--- config.mk ---
export PLATFORM = sky130hd
export DESIGN_NAME = dac_host_regs
export DESIGN_NICKNAME = d
export VERILOG_FILES = /design/src/rtl/dac_host_pkg.sv /design/src/rtl/dac_sel_decode.sv /design/src/rtl/dac_pos_reg.sv /design/src/rtl/dac_mode_decode.sv /design/src/rtl/dac_host_regs.sv
export SDC_FILE = /design/constraint.sdc
export NUM_CORES = 1
export LEC_CHECK = 0
export BUFFER_PORTS_ARGS = -buffer_cell sky130_fd_sc_hd__buf_2
export CORE_MARGIN = 2
export CORE_UTILIZATION = 30
export DETAILED_ROUTE_END_ITERATION = 10
export GPL_TIMING_DRIVEN = 0
export PLACE_DENSITY_LB_ADDON = 0.08
export SLEW_MARGIN = 20
export SYNTH_ARGS = -nofsm -noshare
export SYNTH_HDL_FRONTEND = slang
export SYNTH_SLANG_ARGS = --single-unit
--- constraint.sdc ---
create_clock -name clk -period 6.5 [get_ports clk]
set_input_delay 1.3 -clock clk [delete_from_list [all_inputs] [get_ports clk]]
set_output_delay 1.3 -clock clk [all_outputs]
set_load 0.05 [all_outputs]
--- src/rtl/dac_host_pkg.sv ---
// Shared constants and decode helpers for the video DAC host register bank.
// Assumes a 4-bit register code of {ext_sel, addr_lo}.
package dac_host_pkg;
    localparam logic [3:0] CODE_CMD0   = 4'h6;
    localparam logic [3:0] CODE_CMD1   = 4'h8;
    localparam logic [3:0] CODE_CMD2   = 4'h9;
    localparam logic [3:0] CODE_SHARED = 4'hA;
    localparam logic [3:0] CODE_POS    = 4'hC;   // first position code; X lo, X hi, Y lo, Y hi follow
    localparam logic [15:0] LOCAL_MASK = 16'hF740;  // codes served inside this block

    // Pixel depth from command register 1 bits 6:3
    function automatic logic [5:0] depth_of(input logic [3:0] f);
        logic [5:0] d;
        case (f[3:2])
            2'd0:    d = f[1] ? 6'd32 : 6'd8;
            2'd1:    d = f[1] ? (f[0] ? 6'd16 : 6'd15) : 6'd8;
            2'd2:    d = 6'd8;
            default: d = 6'd4;
        endcase
        return d;
    endfunction
endpackage

--- src/rtl/dac_sel_decode.sv ---
// Register code decoder: splits accesses between local registers and the
// forwarded port, and produces one write strobe per local register.
// Assumes wr_en and rd_en are single-cycle strobes.
module dac_sel_decode
    import dac_host_pkg::*;
#(
    parameter int AXES = 2
) (
    input  logic            wr_en,
    input  logic [3:0]      code,
    output logic            is_local,
    output logic            wr_cmd0,
    output logic            wr_cmd1,
    output logic            wr_cmd2,
    output logic            wr_shared,
    output logic [AXES-1:0] wr_lo,
    output logic [AXES-1:0] wr_hi
);
    // Local/forward split and command register strobes
    always_comb begin
        is_local  = LOCAL_MASK[code];
        wr_cmd0   = wr_en && (code == CODE_CMD0);
        wr_cmd1   = wr_en && (code == CODE_CMD1);
        wr_cmd2   = wr_en && (code == CODE_CMD2);
        wr_shared = wr_en && (code == CODE_SHARED);
    end

    // One low/high strobe pair per axis, at consecutive codes
    for (genvar a = 0; a < AXES; a++) begin : g_axis
        localparam logic [3:0] LO = CODE_POS + 4'(2 * a);
        assign wr_lo[a] = wr_en && (code == LO);
        assign wr_hi[a] = wr_en && (code == LO + 4'd1);
    end
endmodule

--- src/rtl/dac_pos_reg.sv ---
// One cursor position register, written as a low byte and an upper part.
// Assumes 9 <= POS_W <= 16; upper data bits of a high write are dropped.
module dac_pos_reg #(
    parameter int POS_W = 12,
    localparam int HI_W = POS_W - 8
) (
    input  logic             clk,
    input  logic             rst_n,
    input  logic             wr_lo,
    input  logic             wr_hi,
    input  logic [7:0]       lo_data,
    input  logic [HI_W-1:0]  hi_data,
    output logic [POS_W-1:0] pos
);
    // Byte-lane update of the position
    always_ff @(posedge clk) begin
        if (!rst_n) begin
            pos <= '0;
        end else begin
            if (wr_lo) pos[7:0]       <= lo_data;
            if (wr_hi) pos[POS_W-1:8] <= hi_data;
        end
    end
endmodule

--- src/rtl/dac_mode_decode.sv ---
// Turns command register fields and positions into display-path settings.
// Purely combinational; assumes positions are unsigned.
module dac_mode_decode
    import dac_host_pkg::*;
#(
    parameter int POS_W     = 12,
    parameter int CUR_SMALL = 32,
    parameter int CUR_BIG   = 64
) (
    input  logic             mode_bit,
    input  logic [3:0]       depth_field,
    input  logic [1:0]       cur_ctl,
    input  logic             size_bit,
    input  logic [POS_W-1:0] pos_x,
    input  logic [POS_W-1:0] pos_y,
    output logic             dac_8bit,
    output logic [5:0]       pix_bpp,
    output logic             cursor_en,
    output logic             cursor_big,
    output logic [POS_W:0]   org_x,
    output logic [POS_W:0]   org_y
);
    logic [POS_W:0] edge_len;

    // Mode, depth, enable and origin derivation
    always_comb begin
        dac_8bit   = mode_bit;
        pix_bpp    = depth_of(depth_field);
        cursor_en  = |cur_ctl;
        cursor_big = size_bit;
        edge_len   = size_bit ? (POS_W+1)'(CUR_BIG) : (POS_W+1)'(CUR_SMALL);
        org_x      = {1'b0, pos_x} - edge_len;
        org_y      = {1'b0, pos_y} - edge_len;
    end
endmodule

--- src/rtl/dac_host_regs.sv ---
// Top of the video DAC host register bank: command registers, indirect
// access to command register 3, status value, cursor positions, and
// forwarding of palette-side codes. Synchronous active-low reset.
module dac_host_regs
    import dac_host_pkg::*;
#(
    parameter int         POS_W     = 12,
    parameter int         CUR_SMALL = 32,
    parameter int         CUR_BIG   = 64,
    parameter logic [7:0] STATUS_ID = 8'h60
) (
    input  logic         clk,
    input  logic         rst_n,
    input  logic         wr_en,
    input  logic         rd_en,
    input  logic [1:0]   addr_lo,
    input  logic [1:0]   ext_sel,
    input  logic [7:0]   wdata,
    output logic [7:0]   rdata,
    output logic         fwd_wr,
    output logic         fwd_rd,
    output logic [3:0]   fwd_code,
    output logic [7:0]   fwd_wdata,
    input  logic [7:0]   fwd_rdata,
    output logic         dac_8bit,
    output logic [5:0]   pix_bpp,
    output logic         cursor_en,
    output logic         cursor_big,
    output logic [POS_W:0] org_x,
    output logic [POS_W:0] org_y
);
    localparam int AXES = 2;
    localparam int HI_W = POS_W - 8;

    logic [3:0]       sel_code;
    logic             is_local, wr_cmd0, wr_cmd1, wr_cmd2, wr_shared;
    logic [AXES-1:0]  wr_lo, wr_hi;
    logic [7:0]       cr0_q, cr1_q, cr2_q, cr3_q;
    logic [POS_W-1:0] pos_q [AXES];
    logic [7:0]       rd_mux;

    assign sel_code = {ext_sel, addr_lo};

    dac_sel_decode #(.AXES(AXES)) u_dec (
        .wr_en(wr_en), .code(sel_code), .is_local(is_local),
        .wr_cmd0(wr_cmd0), .wr_cmd1(wr_cmd1), .wr_cmd2(wr_cmd2),
        .wr_shared(wr_shared), .wr_lo(wr_lo), .wr_hi(wr_hi)
    );

    // Forwarded port: pass-through for every non-local code
    always_comb begin
        fwd_wr    = wr_en && !is_local;
        fwd_rd    = rd_en && !is_local;
        fwd_code  = sel_code;
        fwd_wdata = wdata;
    end

    // Command registers; register 3 only when unlocked by cr0 bit 7
    always_ff @(posedge clk) begin
        if (!rst_n) begin
            cr0_q <= '0;
            cr1_q <= '0;
            cr2_q <= '0;
            cr3_q <= '0;
        end else begin
            if (wr_cmd0)              cr0_q <= wdata;
            if (wr_cmd1)              cr1_q <= wdata;
            if (wr_cmd2)              cr2_q <= wdata;
            if (wr_shared && cr0_q[7]) cr3_q <= wdata;
        end
    end

    for (genvar a = 0; a < AXES; a++) begin : g_pos
        dac_pos_reg #(.POS_W(POS_W)) u_pos (
            .clk(clk), .rst_n(rst_n), .wr_lo(wr_lo[a]), .wr_hi(wr_hi[a]),
            .lo_data(wdata), .hi_data(wdata[HI_W-1:0]), .pos(pos_q[a])
        );
    end

    dac_mode_decode #(.POS_W(POS_W), .CUR_SMALL(CUR_SMALL), .CUR_BIG(CUR_BIG)) u_mode (
        .mode_bit(cr0_q[0]), .depth_field(cr1_q[6:3]), .cur_ctl(cr2_q[1:0]),
        .size_bit(cr3_q[2]), .pos_x(pos_q[0]), .pos_y(pos_q[1]),
        .dac_8bit(dac_8bit), .pix_bpp(pix_bpp), .cursor_en(cursor_en),
        .cursor_big(cursor_big), .org_x(org_x), .org_y(org_y)
    );

    // Read source selection by register code
    always_comb begin
        case (sel_code)
            CODE_CMD0:   rd_mux = cr0_q;
            CODE_CMD1:   rd_mux = cr1_q;
            CODE_CMD2:   rd_mux = cr2_q;
            CODE_SHARED: rd_mux = cr0_q[7] ? cr3_q : STATUS_ID;
            4'hC:        rd_mux = pos_q[0][7:0];
            4'hD:        rd_mux = {{(16-POS_W){1'b0}}, pos_q[0][POS_W-1:8]};
            4'hE:        rd_mux = pos_q[1][7:0];
            4'hF:        rd_mux = {{(16-POS_W){1'b0}}, pos_q[1][POS_W-1:8]};
            default:     rd_mux = fwd_rdata;
        endcase
    end

    // Registered read data, held between reads
    always_ff @(posedge clk) begin
        if (!rst_n)     rdata <= '0;
        else if (rd_en) rdata <= rd_mux;
    end
endmodule

### Word-level counts from Yosys, hierarchy flattened

Memories as Yosys holds them, arrays and structs flattened.
Cells that the tools add are included.

* memories kept: 1
* word-level logic and storage cells: 45
* bits in read-only memories: 16
* bits of input ports: 24
* register bits: 64

Memory list
* (name not given): depth 16, bits a word 1, read ports 1, clocked after Yosys merged registers in 0, wr ports 0, line dac_sel_decode.sv:21 `is_local = LOCAL_MASK[code];`

* multiplexer cells: 8
* reduce and logical (&&, ||, !) cells: 14
* equality and inequality tests: 10
* magnitude comparators: 1
* add/subtract/negate cells: 2

Operators by type and width (count)
* 8-bit one-hot mux with 8 select lines: 1
* 4-bit == test, second input constant: 7
* 12-bit by 13-bit subtractor with 13-bit output: 2
* 6-bit one-hot mux with 3 select lines: 1
* 6-bit 2-to-1 mux: 2
* 1-bit logical AND: 11
* 8-bit 2-to-1 mux: 1
* 7-bit 2-to-1 mux: 1
* 4-bit by 5-bit less-than comparator with 1-bit output, second input constant: 1
* 5-bit 2-to-1 mux: 1
* 4-bit by 3-bit == test with 1-bit output, second input constant: 1
* 2-bit by 1-bit == test with 1-bit output, second input constant: 1
* 2-bit == test, second input constant: 1
* 2-bit logical NOT: 1
* 2-bit OR reduction: 1
* 1-bit logical NOT: 1
* 1-bit 2-to-1 mux: 1

### Depth between registers and ports, before layout

* word-level depth: 4
* mapped depth: 7
* gate-level depth less buffers: 6

### By module

A second synthesis with hierarchy kept.

* cells, all modules: 419
* area, all modules: 3644.7 µm²

Modules (own cells, without submodules)
* dac_host_regs: area each 2173.3 µm², cells an instance 263, instances 1
* dac_pos_reg: area each 459.2 µm², cells an instance 39, instances 2
* dac_mode_decode: area each 455.4 µm², cells an instance 60, instances 1
* dac_sel_decode: area each 97.6 µm², cells an instance 18, instances 1

### Least setup slack after synthesis

Ideal clock, no wire load.

* path kind: register -> output
* from: reg cr3_q[2]
* to: out org_x[11]
* stages on the path, launching flop included: 5
* required time: 5.200 ns
* arrival: 2.882 ns
* path slack: 2.318 ns
* cell sequence: dfxtp_1 inv_1 fa_1 or4b_2 xnor2_1

* longest elaborated chain between the ends: 2

RTL lines
* from (decl): line dac_host_regs.sv:38 `logic [7:0] cr0_q, cr1_q, cr2_q, cr3_q;`
* from (signal assigned): line dac_host_regs.sv:69 `if (wr_shared && cr0_q[7]) cr3_q <= wdata;`
* 7-bit 2-to-1 mux: line dac_mode_decode.sv:31 `edge_len = size_bit ? (POS_W+1)'(CUR_BIG) : (POS_W+1)'(CUR_SMALL);`
* 12-bit by 13-bit subtractor with 13-bit output: line dac_mode_decode.sv:32 `org_x = {1'b0, pos_x} - edge_len;`
* to (decl): line dac_host_regs.sv:29 `output logic [POS_W:0] org_x,`

Every way passes these cells.

### Worst setup path in the final report

* from: in addr_lo[0]
* to: out fwd_wr

* longest elaborated chain between the ends: 4

RTL lines
* from (decl): line dac_host_regs.sv:16 `input logic [1:0] addr_lo,`
* memory 16 x 1 bit
* 1-bit 2-to-1 mux (not written as such): line dac_sel_decode.sv:21
* 1-bit logical NOT: line dac_host_regs.sv:52 `fwd_wr = wr_en && !is_local;`
* 1-bit logical AND: line dac_host_regs.sv:52
* to (decl): line dac_host_regs.sv:20 `output logic fwd_wr,`

Every way passes these cells. The select of a mux whose other input is x is not followed.

==> results.md <==
* Outcome: finished, final reports clean
* Hold_buf cts at 0
* Nets@finish at 510
* Slew at the pin with the worst max-slew slack at 0.639 ns
* Post-synth EDFFs at 0
* Startpoint types: primary input
* Seq pwr share at 36.2%
* # IOs at 81
* Max frequency at 0.243 GHz
* Area of the multi-input gates at 0.00203 mm²
* Synth async-reset ratio at 0%
* Peak VDD IR at 0.103 mV
* Layout area overhead at 24.5%
* Clock Pin Slew Worst Setup and Hold Paths at 0.05 ns
* Layout cells sized above 1 at 29.8%
* Clk Tree Root Cell: clkbuf_16
* All-layer global routing usage at 17.9%
* Post-layout min period at 4.12 ns
* Clock Latency Late Sink at 0.33 ns
* Row count at 40
* Clk sinks at 64
* Syn_nets at 424
* Ant. Diodes at 0
* Crit end category: primary output
* Initial Utilization at 30.7%
* Worst R2R Start: cr0_q[7]
* Port bufs at 75
* Clk pwr share at 49.0%
* Fin area at 0.00457 mm²
* HPWL Detailed at 8.33 mm
* Drt drc at 0
* Final Hold Violating Endpoints at 0
* Total power at 1120 µW
* Vias in the first global route at 2,956
* Max_cap viols at 0
* Congestion Overflow GR at 0
* Area post-placement at 0.00423 mm²
* Setup bufs post-CTS at 0
* FF+latch area at 0.00128 mm²
* H-tree levels at 3
* Die footprint at 0.0131 mm²
* Antenna-violating nets left at 0
* Synth warn at 0
* Die height at 115 µm
* Die width at 115 µm
* Normalized max-slew margin at 57.4%
* Mapped Area at 0.00367 mm²
* Final setup violation count at 0
* First-pass GRT wire length at 17.4 mm
* Synth unique cells at 58
* Setup TNS at 0 ns
* NetSw at 295 µW
* Routed WL at 11.4 mm
* Fill cells at 1,221
* CTS max path bufs at 2
* Crit path DAT at 2.82 ns
* Post-CTS sizing at 0
* CTS Buf Count at 9
* Final hold slack at 0.479 ns
* PD cells at 246 mW/mm²
* P_leak at 0.00192 µW
* Synth Area per Inst at 9.31 µm²
* Initial antenna violation count at 0
* Register area share after synthesis at 34.9%
* Worst min-delay path class: register to register
* Synth Flop Type: dfxtp_1
* DP Worst Slack at 2.36 ns
* Gate count of the mapped netlist at 394
* Placer congestion estimate at 0.862
* Sw Share at 26.3%
* #FFs+latches synth at 64
* Comb pwr share at 14.9%
* Initial DRT Pass Iterations at 4
* RSZ-0062 raised after global routing: false
* Setup ws final at 2.38 ns
* Clock Skew at 0.00806 ns
* Critical path type: primary input to primary output
* Fin crit share at 63.4%
* Routed length per placed instance at 18.1 µm
* Commonest non-fill, non-tap cell in the layout: buf_2
* Crit path required time at 5.20 ns
* Drt initial violations at 107
* Commonest non-fill, non-tap cells in the layout: buf_2, dfxtp_1, nor2b_1
* Via Count at 3,089
* CTS tree: yes
* CP startpoint: addr_lo[0]
* CORE AREA at 0.0120 mm²
* Largest net degree at the start of global routing at 11
* Final slew viol count at 0
* Critical Path Fanout Max at 10
* Vias per cell at 4.90
* Internal power component at 828 µW
* Hold_sp: rdata[5]
==> cell type report <==
type,count,share of cell area (%)
plain buffers,50,6.93
flip-flops and latches,64,28.0
repair buffers,75,8.21
multi-input cells,270,44.5
inverters,10,0.821
well taps,147,4.03
clock buffers,13,6.13
clock inverters,2,1.31
==> critical path, stage by stage <==
cell and delay (ns):
buf_2 0.11, buf_4 0.19, and2b_2 0.29, o21ai_0 0.46
and2_1 0.21, buf_2 0.26
==> per-layer routing <==
metal | global-route usage [%] | up-vias | share of wire, %
li1 | - | 1532 | -
met1 | 24.6 | 1460 | 49
met2 | 28.4 | 83 | 45
met3 | 3.18 | 14 | 4.0
met4 | 5.53 | 0 | 1.6
met5 | 0 | - | 0
==> Yosys cell counts, types with 4 or more instances <==
master / count / area share, %
dfxtp_1: 64 / 35
nand2_1: 18 / 1.8
buf_4: 28 / 5.7
nor2b_1: 58 / 9.9
nand3b_1: 4 / 0.82
buf_2: 7 / 0.95
nor2_1: 9 / 0.92
nand3_1: 7 / 0.95
a21boi_0: 4 / 0.82
nor3_1: 5 / 0.68
a22oi_1: 8 / 1.6
xor2_1: 4 / 0.95
o21ai_0: 7 / 0.95
o211ai_1: 4 / 0.82
xnor2_1: 6 / 1.4
inv_1: 10 / 1.0
clkbuf_1: 13 / 1.3
mux2i_1: 55 / 15
ha_1: 4 / 1.4
nand2b_1: 7 / 1.2
a21oi_1: 4 / 0.55
a32o_1: 4 / 1.1
==> per-stage QoR <==
step	instances	utilization (%)
2_1_floorplan	394	-
3_3_place_gp	616	35.4
3_5_place_dp	616	35.4
4_1_cts	631	38.2
5_1_grt	631	38.2
6_report	631	38.2
==> sequential cells by signal, indices dropped and copies added (netlist names) <==
register,flops
cr0_q,8
cr1_q,8
cr2_q,8
cr3_q,8
g_pos.u_pos.pos,24
rdata,8
==> cells by family after synthesis <==
kind of cell    synth area share (%)
simple gates                    22.0
buf+inv                         9.65
compound gates                  12.7
flops                           34.9
mux                             15.9
fa+ha+maj                       2.45
xor+xnor                        2.39
==> power by group through the flow <==
stage / sequential [µW] / clock (µW) / combinational [µW]
detailed placement: 414 / 0 / 167
floorplan: 426 / 0 / 108
finish: 406 / 550 / 167
global placement: 414 / 0 / 166
global route: 406 / 582 / 177
CTS: 406 / 565 / 167
==> worst paths after layout <==
kind                            cells past startpoint  slack, ns  endpoint
worst min register to register                      2       0.48  rdata[5]
worst max register to register                      5       4.99  cr3_q[1]
worst min-delay path                                2       0.48  rdata[5]
worst max-delay path                                6       2.38    fwd_wr
No activity file was read; power rests on OpenSTA's default activity.
